## config.mk

```make
export PLATFORM = sky130hd
export DESIGN_NAME = pulse_rate_gen
export DESIGN_NICKNAME = d
export VERILOG_FILES = /design/src/rtl/pulse_rate_gen.sv
export SDC_FILE = /design/constraint.sdc
export NUM_CORES = 1
export LEC_CHECK = 0
export BUFFER_PORTS_ARGS = -buffer_cell sky130_fd_sc_hd__buf_2
export CORE_ASPECT_RATIO = 2
export CORE_MARGIN = 5
export CORE_UTILIZATION = 40
export CTS_CLUSTER_DIAMETER = 80
export DETAILED_ROUTE_END_ITERATION = 8
export GPL_TIMING_DRIVEN = 0
export HOLD_SLACK_MARGIN = 0.12
export PLACE_DENSITY = 0.63
export RECOVER_POWER = 25
export SLEW_MARGIN = 20
export SYNTH_ARGS = -nofsm -noshare
export SYNTH_HDL_FRONTEND = slang
export SYNTH_SLANG_ARGS = --single-unit
```

## constraint.sdc

```tcl
create_clock -name clk_i -period 3.92 [get_ports clk_i]
set_input_delay 0.588 -clock clk_i [delete_from_list [all_inputs] [get_ports clk_i]]
set_output_delay 0.588 -clock clk_i [all_outputs]
set_load 0.01 [all_outputs]
```

## src/rtl/pulse_rate_gen.sv

```systemverilog
module pulse_rate_gen #(
  parameter int CNT_W     = 17,
  parameter int SEL_W     = 4,
  parameter int TC_SLOW   = 124999,
  parameter int TC_MID    = 12499,
  parameter int TC_FAST   = 1249,
  parameter int TC_TOP    = 124,
  parameter int PULSE_CYC = 3
) (
  input  logic             clk_i,
  input  logic             rst_i,
  input  logic [SEL_W-1:0] sel_i,
  output logic             pulse_o,
  output logic [CNT_W-1:0] count_o
);

  localparam logic [CNT_W-1:0] TC_S = CNT_W'(TC_SLOW);
  localparam logic [CNT_W-1:0] TC_M = CNT_W'(TC_MID);
  localparam logic [CNT_W-1:0] TC_F = CNT_W'(TC_FAST);
  localparam logic [CNT_W-1:0] TC_T = CNT_W'(TC_TOP);
  localparam logic [CNT_W-1:0] TC_DFLT = CNT_W'(1);
  localparam logic [CNT_W-1:0] P_LEN = CNT_W'(PULSE_CYC);

  logic [SEL_W-1:0] sel_meta, sel_sync;
  logic [CNT_W-1:0] term, cnt;
  logic             pulse_q;

  always_ff @(posedge clk_i) begin
    sel_meta <= sel_i;
    sel_sync <= sel_meta;
  end

  always_comb begin
    case (sel_sync)
      4'b0001: term = TC_S;
      4'b0010: term = TC_M;
      4'b0100: term = TC_F;
      4'b1000: term = TC_T;
      default: term = TC_DFLT;
    endcase
  end

  always_ff @(posedge clk_i) begin
    if (rst_i) begin
      cnt     <= '0;
      pulse_q <= 1'b0;
    end else begin
      cnt     <= (cnt < term) ? cnt + 1'b1 : '0;
      pulse_q <= (cnt < P_LEN);
    end
  end

  assign pulse_o = pulse_q;
  assign count_o = cnt;

endmodule

```

Word-level counts from Yosys, hierarchy flattened
Cells that the tools add are included.

operators by class
  add/subtract/negate cells = 1
  multiply operators = 0
  divide/modulo/power cells = 0
  $lt $le $gt $ge = 2
  eq/ne operators = 4
  shift-type cells = 0
  mux-type cells = 1
  bitwise logic cells = 1
  reductions and logical operators = 1

operators with widths
  operator                                                                        number
  17-bit case mux with 4 select lines                                             1
  17-bit by 1-bit adder with 17-bit output (second input constant)                1
  17-bit less-than comparator                                                     1
  17-bit by 2-bit less-than comparator with 1-bit output (second input constant)  1
  4-bit by 1-bit == test with 1-bit output (second input constant)                1
  4-bit by 2-bit == test with 1-bit output (second input constant)                1
  4-bit by 3-bit == test with 1-bit output (second input constant)                1
  4-bit == test (second input constant)                                           1
  2-bit OR reduction                                                              1
  1-bit inverter                                                                  1

storage, ports and cells
  flip-flop bits (word level) = 26
  bits in latches = 0
  bits in writable memories = 0
  memory bits (read-only) = 0
  memories kept = 0

Longest topological paths before layout
  depth after elaboration = 5
  gate-level depth with buffers = 8
  depth with buffers taken out = 7

Worst setup path before layout
OpenSTA, ideal clock, no wires.

  kind = register to register
  from = reg sel_sync[0]
  to = reg cnt[0] (netlist: count_o[0])
  setup time = 0.129 ns
  arrival time = 2.580 ns
  data required time = 3.791 ns
  setup slack = 1.211 ns
  stages on the path, launching flop included = 9
  path buffers = 1
  clock period less this slack = 2.709 ns
  cell sequence = dfxtp_1 -> nor4b_1 -> nor2_1 -> ha_1 -> nand4_1 -> or4_4 -> o211ai_4 -> buf_12 -> nor4_2

between the ends
  longest elaborated chain between the ends = 5

RTL lines
  element                                      RTL line  source
  from (decl)                                  24        logic [SEL_W-1:0] sel_meta, sel_sync;
  from (signal assigned)                       30        sel_sync <= sel_meta;
  4-bit == test, or another cell as far along  34        case (sel_sync)
  17-bit case mux with 4 select lines *        34
  17-bit less-than comparator *                48        cnt <= (cnt < term) ? cnt + 1'b1 : '0;
  1-bit inverter (no source line) *            -
  2-bit OR reduction (no source line) *        -
  to (signal assigned)                         48
  to (decl)                                    25        logic [CNT_W-1:0] term, cnt;

Every way passes the cells marked *; elsewhere a longest branch is shown, timed or not.
A chain may end at the register's enable or synchronous reset.

Worst setup path after layout
Same ends and word-level chain as after synthesis.

==> impl_metrics.yaml <==
worst_setup_path:
  startpoint: "sel_sync[0]"
  critPathCaptureType: "register"
  cp_data_required_time_ns: 4.07
  start_kind: "register"
  critPathKind: "register to register"
  r2r_setup_slack_ns: 0.70
  arrival_ns: 3.37
  r2r_start: "sel_sync[0]"
  cp_max_fo: 10
  crit_family: "simple AND/OR/NAND/NOR gates"
  critical-path-slowest-cell: "nor4b_1"
  crit_buf_inv: 1
  crit_path_max_incr_delay_ns: 0.82
  path_cells: "nor4b_1 > nor2_1 > ha_1 > nand4_1 > or4_4 > o211ai_4 > buf_12 > nor4_2"
die:
  core.rowCount: 32
  core_area_um2: 3800
  die_h_um: 97.6
  io_pins: 24
  die_width_um: 53.8
  initial_core_util_pct: 40.3
  die-area_um2: 5250
grt:
  grt_max_degree: 15
  grt_overflow: 0
  grtUsageTotal_pct: 15.0
  grt_antenna_before_repair: 0
  grt_pass1_wl_mm: 6.09
  grt_pass1_vias: 1324
routing:
  drc_errors: 0
  drt_iter0_drc: 36
  via_per_inst: 5.72
  ant_nets: 0
  wl_per_cell_um: 15.9
  dr.pass1.iters: 4
  vias: 1305
  drt_wl_total_mm: 3.62
place:
  hpwl_mm: 2.89
  gp_congestion: 0.828
  port_buffers: 23
  placed_area_um2: 1710
clocking:
  cts.sinks: 26
  cts_root_buf: "clkbuf_8"
  clock_latency_ns: 0.27
  hold_buffers: 0
  cts_setup_buffers: 0
  clkTransAtPathRegs_ns: 0.09
  clockBufferDepth: 2
  post_cts_resized: 0
  htree_levels: 1
  cts_tree: "built"
  cts-buffers-inserted: 3
logic_synthesis:
  synth-seq-cells: 26
  synth_top_family_by_area: "simple AND/OR/NAND/NOR gates"
  muxShareOfSynthArea_pct: 0
  ys_types: 32
  seq_area_frac_synth_pct: 33.9
  yosys.area_share.simple_pct: 32.9
  ys_warn_count: 0
  syn_area_um2: 1530
  synth_edf_count: 0
  synthXorXnorAreaFrac_pct: 8.56
  synth_compound_area_share_pct: 7.59
  syn-num-nets: 171
  synth_ff_type: "dfxtp_1"
  postSynthCellCount: 150
  synth-async-reset-ratio_pct: 0
  syn_avg_cell_area_um2: 10.2
  synth_adder_area_share_pct: 12.2
timing:
  relSlewSlack_pct: 37.8
  setup_viol: 0
  finalWorstPathRequiredPeriod_ns: 3.22
  worst_pin_slew_ns: 0.920
  slew_violations: 0
  fin_crit_sh_pct: 82.1
  max_freq_mhz: 311
  finalHoldViolCount: 0
  fin_skew_ns: 0.00249
  setup-tns-final_ns: 0
  rsz0062_at_grt: "false"
power:
  p_leak_nw: 0.667
  p_switching_mw: 0.150
  pwr-share-seq_pct: 52.3
  p_int_mw: 0.406
  power_density_nw_per_um2: 315
  clock_power_share_pct: 30.9
  swShare_pct: 27.0
  ir_drop_uv: 156
  combPwrFrac_pct: 16.7
finish:
  synthToLayoutAreaGrowth_pct: 15.1
  diodes: 0
  drive_gt1_share_pct: 27.7
  final_cell_area_um2: 1770
  final_nets: 199
min_path:
  hp-start: "sel_meta[0]"
  hp-class: "register to register"
job:
  cap_violations: 0
status:
  status: "finished, final reports clean"
-- cell usage after synthesis (2+ instances only) --
| cell | number | area, um2 |
|---|---|---|
| xnor2_1 | 13 | 114 |
| a21oi_1 | 4 | 20.0 |
| nand3_1 | 7 | 35.0 |
| nand4b_4 | 2 | 47.6 |
| nor4_1 | 17 | 106 |
| buf_6 | 2 | 22.5 |
| nor4_2 | 9 | 113 |
| nand2_1 | 6 | 22.5 |
| ha_1 | 15 | 188 |
| dfxtp_1 | 26 | 521 |
| inv_1 | 7 | 26.3 |
| nand4_1 | 5 | 31.3 |
| xor2_1 | 2 | 17.5 |
| nor3_1 | 4 | 20.0 |
| o21ai_0 | 2 | 10.0 |
| nor4b_1 | 3 | 26.3 |
| nor2_1 | 11 | 41.3 |
-- through the flow --
step	hold WS [ns]	utilization, %	worst slack (ns)	power [mW]	std cells
6_report	0.333	46.4	0.703	0.557	228
5_1_grt	0.343	46.4	0.535	0.584	228
4_1_cts	0.337	46.5	0.727	0.565	228
3_5_place_dp	0.315	45.0	0.724	0.391	224
3_3_place_gp	0.311	45.0	0.769	0.389	224
2_1_floorplan	0.310	-	1.21	0.363	150
-- layout by cell type (no fill, tap or decap), types with 2 or more instances in the layout --
| master | instances |
|---|---|
| a21oi_1 | 4 |
| buf_2 | 22 |
| buf_6 | 2 |
| clkbuf_1 | 2 |
| clkbuf_8 | 4 |
| dfxtp_1 | 26 |
| ha_1 | 15 |
| inv_1 | 7 |
| nand2_1 | 6 |
| nand3_1 | 7 |
| nand4_1 | 5 |
| nand4b_4 | 2 |
| nor2_1 | 11 |
| nor3_1 | 4 |
| nor4_1 | 17 |
| nor4_2 | 9 |
| nor4b_1 | 3 |
| o21ai_0 | 2 |
| xnor2_1 | 13 |
| xor2_1 | 2 |
-- power by group through the flow --
stage	Sequential (mW)	Clock (mW)	Combinational (mW)
2_1_floorplan	0.296	0	0.0673
3_3_place_gp	0.297	0	0.0920
3_5_place_dp	0.298	0	0.0929
4_1_cts	0.292	0.180	0.0938
5_1_grt	0.293	0.188	0.103
6_report	0.291	0.172	0.0931
-- metal layers --
metal / global-route usage (%) / vias to the layer above / wire (um)
li1: - / 624 / -
met1: 15.6 / 625 / 1290
met2: 26.9 / 45 / 2010
met3: 2.30 / 11 / 201
met4: 7.48 / 0 / 119
met5: 0 / - / 0
-- area by class of cell --
type                            count  area (um2)
Fill cell                         355        2040
Tap cell                           51        63.8
Sequential cell                    26         520
Multi-Input combinational cell    113         940
Timing Repair Buffer               23         113
Clock buffer                        4        55.1
Buffer                              4        47.5
Inverter                            7        26.3
-- flip-flops by register name, summed over array words and instances (netlist names) --
signal,flops
sel_meta,4
pulse_o,1
count_o,17
sel_sync,4
-- path summary, 6_finish.rpt --
check                           cells after the start          end
worst min-delay path                                0  sel_sync[0]
worst min register to register                      0  sel_sync[0]
worst max register to register                      8   count_o[0]
worst max-delay path                                8   count_o[0]
-- cells by family (layout without fill, tap and decap cells) --
kind of cell    after synthesis  in the layout
buf+inv                      11             38
fa+ha+maj                    15             15
xor+xnor                     15             15
compound gates               13             13
flops                        26             26
simple gates                 70             70
No activity file was read; power rests on OpenSTA's default activity.
